## src/rtl/ts_drain_ctrl.sv

```systemverilog
module ts_drain_ctrl #(
  parameter int DEPTH = 24576,
  parameter int AW = $clog2(DEPTH)
) (
  input  logic          clk,
  input  logic          rst_n,
  input  logic          host_wr,
  input  logic [1:0]    host_addr,
  input  logic [31:0]   host_wdata,
  output logic [31:0]   host_rdata,
  input  logic          drain_tx,
  input  logic [AW-1:0] rx_wr_ptr,
  input  logic          rx_wrapped,
  input  logic [AW-1:0] tx_wr_ptr,
  input  logic          tx_wrapped,
  output logic          rx_rd_en,
  output logic          tx_rd_en,
  output logic [AW-1:0] rd_addr,
  input  logic [63:0]   rx_rd_data,
  input  logic [63:0]   tx_rd_data
);
  localparam logic [1:0] ST_IDLE = 2'd0;
  localparam logic [1:0] ST_REQ  = 2'd1;
  localparam logic [1:0] ST_RDY  = 2'd2;
  localparam logic [1:0] ST_DONE = 2'd3;
  localparam int CW = AW + 1;
  localparam logic [AW-1:0] LAST = AW'(DEPTH - 1);

  logic [1:0]    flag;
  logic          sel_tx, busy;
  logic [AW-1:0] ptr;
  logic [CW-1:0] left;
  logic [31:0]   data_hi, data_lo;

  wire req_wr = host_wr && host_addr == 2'd0 && host_wdata == 32'd1 &&
                (flag == ST_IDLE || flag == ST_RDY);
  wire start = req_wr && flag == ST_IDLE;
  wire [AW-1:0] cur_ptr = drain_tx ? tx_wr_ptr : rx_wr_ptr;
  wire          cur_wrap = drain_tx ? tx_wrapped : rx_wrapped;
  wire fetch = flag == ST_REQ && !busy && left != '0;

  assign rx_rd_en = fetch && !sel_tx;
  assign tx_rd_en = fetch && sel_tx;
  assign rd_addr  = ptr;

  always_comb begin
    case (host_addr)
      2'd0:    host_rdata = {30'd0, flag};
      2'd1:    host_rdata = data_hi;
      2'd2:    host_rdata = data_lo;
      default: host_rdata = 32'd0;
    endcase
  end

  always_ff @(posedge clk) begin
    if (!rst_n) begin
      flag    <= ST_IDLE;
      sel_tx  <= 1'b0;
      busy    <= 1'b0;
      ptr     <= '0;
      left    <= '0;
      data_hi <= '0;
      data_lo <= '0;
    end else begin
      if (start) begin
        sel_tx <= drain_tx;
        ptr    <= cur_wrap ? cur_ptr : '0;
        left   <= cur_wrap ? CW'(DEPTH) : {1'b0, cur_ptr};
      end
      if (req_wr)
        flag <= ST_REQ;
      else if (flag == ST_REQ && !busy && left == '0)
        flag <= ST_DONE;
      if (fetch) begin
        busy <= 1'b1;
        ptr  <= (ptr == LAST) ? '0 : ptr + 1'b1;
        left <= left - 1'b1;
      end
      if (busy) begin
        busy <= 1'b0;
        {data_hi, data_lo} <= sel_tx ? tx_rd_data : rx_rd_data;
        flag <= ST_RDY;
      end
    end
  end

  a_r1_quiet_in_reset: assert property (@(posedge clk)
    !rst_n |=> (flag == ST_IDLE && !rx_rd_en && !tx_rd_en));
  a_r3_single_enable: assert property (@(posedge clk) disable iff (!rst_n)
    $onehot0({rx_rd_en, tx_rd_en}));
  a_r3_no_back_to_back: assert property (@(posedge clk) disable iff (!rst_n)
    (rx_rd_en || tx_rd_en) |=> !(rx_rd_en || tx_rd_en));
  a_r4_ready_after_read: assert property (@(posedge clk) disable iff (!rst_n)
    (rx_rd_en || tx_rd_en) |=> ##1 (flag == ST_RDY));
  a_r4_ready_needs_read: assert property (@(posedge clk) disable iff (!rst_n)
    $rose(flag == ST_RDY) |-> $past(rx_rd_en || tx_rd_en, 2));
  a_r5_addr_in_range: assert property (@(posedge clk) disable iff (!rst_n)
    (rx_rd_en || tx_rd_en) |-> (rd_addr <= LAST));
  a_r8_done_sticky: assert property (@(posedge clk) disable iff (!rst_n)
    (flag == ST_DONE) |=> (flag == ST_DONE && $stable(data_hi) && $stable(data_lo)));
endmodule

```

## config.mk

```make
export PLATFORM = sky130hd
export DESIGN_NAME = ts_drain_ctrl
export DESIGN_NICKNAME = d
export VERILOG_FILES = /design/src/rtl/ts_drain_ctrl.sv
export SDC_FILE = /design/constraint.sdc
export NUM_CORES = 1
export LEC_CHECK = 0
export ABC_CLOCK_PERIOD_IN_PS = 3100
export BUFFER_PORTS_ARGS = -buffer_cell sky130_fd_sc_hd__buf_2
export CAP_MARGIN = 20
export CELL_PAD_IN_SITES_DETAIL_PLACEMENT = 1
export CELL_PAD_IN_SITES_GLOBAL_PLACEMENT = 1
export CORE_AREA = 5 5 141 143
export DETAILED_ROUTE_END_ITERATION = 8
export DIE_AREA = 0 0 146 148
export PLACE_DENSITY = 0.72
export SETUP_SLACK_MARGIN = 0.15
export SYNTH_ARGS = -nofsm -noshare
export SYNTH_HDL_FRONTEND = slang
export SYNTH_SLANG_ARGS = --single-unit
export TNS_END_PERCENT = 30
```

## constraint.sdc

```tcl
create_clock -name clk -period 3.1 [get_ports clk]
set_input_delay 0.31 -clock clk [delete_from_list [all_inputs] [get_ports clk]]
set_output_delay 0.31 -clock clk [all_outputs]
set_load 0.03 [all_outputs]
```

### After elaboration in Yosys (flattened, before gate mapping)

Cells that the tools add are included.

| word-level totals | value |
|---|---|
| register bits after elaboration | 99 |
| output and inout bits | 49 |
| logic and storage cells | 52 |

| operators by class | value |
|---|---|
| add/subtract/negate cells | 2 |
| eq/ne operators | 6 |
| multiplexer cells | 15 |
| bitwise gates (word level) | 1 |
| reduce and logical (&&, ||, !) cells | 20 |

Operator list:

| cell | count |
|---|---|
| one-hot mux 32 bit (3 select lines) | 1 |
| two-way mux 15 bit | 6 |
| two-way mux 64 bit | 1 |
| == test 32 x 1 -> 1 bit (second input constant) | 1 |
| two-way mux 16 bit | 2 |
| zero test 16 bit | 1 |
| nonzero test 16 bit | 1 |
| subtractor 16 x 1 -> 16 bit (second input constant) | 1 |
| adder 15 x 1 -> 15 bit (second input constant) | 1 |
| == test 15 bit (second input constant) | 1 |
| logical AND 1 bit | 9 |
| two-way mux 2 bit | 3 |
| == test 2 x 1 -> 1 bit (second input constant) | 2 |
| == test 2 bit (second input constant) | 2 |
| zero test 2 bit | 2 |
| nonzero test 2 bit | 2 |
| nonzero test 3 bit | 1 |
| zero test 1 bit | 2 |
| two-way mux 1 bit | 2 |
| OR reduction 2 bit | 1 |
| logical OR 1 bit | 1 |
| NOT 1 bit | 1 |

### Depth between registers and ports, before layout

| logic depth | value |
|---|---|
| word-level depth | 7 |
| gate-level depth with buffers | 9 |

### Worst setup path after synthesis

OpenSTA, ideal clock, no wires.

| timing path | value |
|---|---|
| path type | reg-to-output |
| from | register left[0] |
| to | output tx_rd_en |
| arrival time | 1920 ps |
| path slack | 870 ps |
| stages on the path, launching flop included | 8 |
| buffers on the path | 2 |
| path through | dfxtp_1 inv_1 ha_1 nor3b_1 a41oi_1 buf_2 buf_2 and2_1 |

| on the way | value |
|---|---|
| word-level cells in the longest chain between the ends | 3 |

RTL lines:

| item | line | source |
|---|---|---|
| from (decl) | 32 | `logic [CW-1:0] left;` |
| from (signal assigned) | 68 | `left <= cur_wrap ? CW'(DEPTH) : {1'b0, cur_ptr};` |
| from (signal assigned) | 77 | `left <= left - 1'b1;` |
| nonzero test 16 bit | 40 | `wire fetch = flag == ST_REQ && !busy && left != '0;` |
| logical AND 1 bit | 40 |  |
| logical AND 1 bit | 43 | `assign tx_rd_en = fetch && sel_tx;` |
| to (decl) | 17 | `output logic tx_rd_en,` |

Every way passes these cells.

### Final worst setup path

| timing path | value |
|---|---|
| from | register busy |
| to | output tx_rd_en |

| on the way | value |
|---|---|
| word-level cells in the longest chain between the ends | 4 |

RTL lines:

| item | line | source |
|---|---|---|
| from (decl) | 30 | `logic sel_tx, busy;` |
| from (signal assigned) | 59 | `busy <= 1'b0;` |
| from (signal assigned) | 75 | `busy <= 1'b1;` |
| from (signal assigned) | 80 | `busy <= 1'b0;` |
| zero test 1 bit | 40 |  |
| logical AND 1 bit (2 in series) | 40 |  |
| logical AND 1 bit | 43 |  |

Every way passes these cells.

==> qor.txt <==
Critical Path RT -> 2.79 ns
Dominant synthesized flop cell -> dfxtp_1
Post-synth EDFFs -> 0
Dpl cell area -> 0.00691 mm²
Final Worst Setup Slack -> 0.547 ns
Yosys warns -> 0
Setup repair bufs after CTS -> 0
Crit path time final -> 2.55 ns
CTS Buf Count -> 9
CTS tree -> built
Crit path max-delay family -> simple AND/OR/NAND/NOR gates
Share of async-settable or async-resettable flops after synthesis -> 0%
Hpwl dp -> 15100 µm
Hold EP -> data_hi[16]$_SDFFE_PN0P_
Slew HR -> 40.1%
Cell taking the most area after synthesis -> dfxtp_1
Yosys cell types -> 52
Reg2reg path depth -> 6
Area grow syn2layout -> 33.0%
Crit path cell chain -> or3b_2, a41oi_2, buf_4, and2_1, buf_2
DR top layer -> met4
Register bit count reported by yosys -> 99
Placer congestion estimate -> 0.826
Clock root buffer -> clkbuf_16
Lkg Pwr -> 0.00292 µW
Synth Net Count -> 831
Met2 wire length -> 10100 µm
Max Root-Sink Buffers -> 2
Outcome -> complete, no violations
Initial DRC count -> 270
CP endpoint kind -> primary output
Vias per std cell -> 5.22
Final hold violations -> 0
Worst hold slack -> 0.286 ns
Commonest cells after routing, fill and taps aside -> buf_2, dfxtp_1, nor2_1, mux2i_1, a211oi_1
Bufs and invs on worst path -> 2
Fin Clk Skew -> 0.00617 ns
Core Area -> 0.0185 mm²
Slew Viols, Final -> 0
Die height -> 148 µm
Crit path max-delay cell type -> or3b_2
Initial antenna violation count -> 0
# diodes -> 0
Area used by multi-input combinational logic -> 0.00322 mm²
Synth Instances -> 631
Hold Buf Count CTS -> 0
Worst Min Path Start -> rx_rd_data[48]
Grt ovf -> 0
Clock sinks -> 99
Sequential cell area -> 0.00199 mm²
# resized after CTS -> 0
Area of the mapped netlist -> 0.00542 mm²
Starting Density -> 29.3%
Routed len/inst -> 18.4 µm
Worst path max stage delay -> 0.57 ns
Worst min path class -> primary input to flop
Post-Layout Inst Area -> 0.00720 mm²
Achievable Freq -> 392 MHz
Met3 Wirelength -> 1010 µm
Number of I/O pins -> 247
GRT Resource Usage Total -> 18.0%
Filler cell count -> 2256
Met1 wire length -> 8850 µm
Peak VDD IR -> 0.245 mV
Post-Route WL -> 20100 µm
RSZ-0062 raised after global routing -> no
First-pass GRT wire length -> 31700 µm
Via count -> 5696
Finish-stage setup viols -> 0
DRC Markers -> 0
H-tree depth -> 3
Die footprint -> 0.0216 mm²
Mean Syn Cell Area -> 8.58 µm²
Vias in the first global route -> 5871
Max_cap viols -> 0
Post-synth top area share -> 36.6%
Largest net degree at the start of global routing -> 95
Worst hold stages -> 3
Clock transition at path regs -> 0.08 ns
Num rows -> 50
R2R setup slack -> 0.78 ns
Register area share after synthesis -> 36.6%
Die width -> 146 µm
Drt first pass iters -> 4
ANT nets after route -> 0
RR Startpoint -> rd_addr[0]$_SDFFE_PN0P_
WS Path Type -> flop to primary output
Power Density -> 370 mW/mm²
Critical R2R Capture -> rd_addr[14]$_SDFFE_PN0P_
Final Core Density -> 39.0%
Startpoint types -> flop
TNS Setup -> 0 ns
Area contributors post-synth -> dfxtp_1, mux2i_1, a211oi_1
Measured slew at the worst slew-check pin -> 0.899 ns
Share of layout cells above drive strength 1 -> 34.5%
Clock latency on the worst-skew pair -> 0.35 ns
Final period utilization -> 82.3%
CP max FO -> 39
Critical Path AT -> 2.24 ns
Place WS -> 0.567 ns
Commonest non-fill, non-tap cell in the layout -> buf_2
I/O Buffers -> 246
Nets@finish -> 1053
cells by family after synthesis:
logic type | after synthesis | synth area share [%]
buf+inv | 59 | 4.30
fa+ha+maj | 2 | 0.462
compound gates | 183 | 24.7
simple gates | 203 | 18.2
mux | 83 | 15.4
flops | 99 | 36.6
xor+xnor | 2 | 0.324
worst min-delay path, cell delays in order:
cell	delay [ns]
buf_2	0.09
mux2i_1	0.11
a211oi_1	0.08
per-layer routing:
layer	track usage [%]	vias up
met4	4.89	0
met3	3.03	13
li1	-	2844
met2	31.4	157
met1	23.1	2682
met5	0	-
worst max-delay path by stage:
| stage | start | endpoint | slack (ns) | cells past startpoint |
|---|---|---|---|---|
| after floorplan | left[0]$_SDFFE_PN0P_ | tx_rd_en | 0.87 | 7 |
| after global placement | host_wdata[11] | rd_addr[4]$_SDFFE_PN0P_ | 0.63 | 8 |
| after detailed placement | host_wdata[11] | rd_addr[4]$_SDFFE_PN0P_ | 0.57 | 8 |
| after CTS | busy$_SDFF_PP0_ | tx_rd_en | 0.52 | 5 |
| after global routing | busy$_SDFF_PP0_ | tx_rd_en | 0.41 | 5 |
| final | busy$_SDFF_PP0_ | tx_rd_en | 0.55 | 5 |
power breakdown:
group	internal [µW]	switching (µW)	leakage (µW)
Sequential	1270	0.0000000343	0.000798
Clock	584	553	0.000142
Combinational	129	132	0.00198
Total	1980	685	0.00292
state kept, by name, summed over array words and instances, names as in the netlist:
signal	cells
sel_tx	1
data_hi	32
busy	1
left	16
data_lo	32
flag	2
rd_addr	15
metrics by stage:
stage                     total power (µW)  instances
after global placement                1560       1076
after detailed placement              1560       1076
after global routing                  2780       1092
after CTS                             2710       1092
after floorplan                       1390        631
final                                 2670       1092
synthesized netlist by cell type, drive strengths merged, types with 3 or more instances:
library cell  count
nand3            14
and2              5
a31oi             9
nor2b             5
a22o             30
buf               8
inv               7
o21a              4
and4              4
nor3             18
and3              8
clkbuf           44
nand4             7
a21oi            23
o211a             4
nor2             88
or4               4
mux2i            79
mux2              4
o21ai            15
a41o              4
nor4             11
a32oi             4
dfxtp            99
a211oi           72
nand2            26
o22ai             4
nand2b            3
final cells by class:
class                   count  area share (%)
multi-input cells         473            44.7
inverters                   7           0.365
flip-flops and latches     99            27.6
repair buffers            263            19.2
clock buffers              10            3.32
clock inverters             6           0.747
well taps                 234            4.06
(Power assumes the default switching activity.)
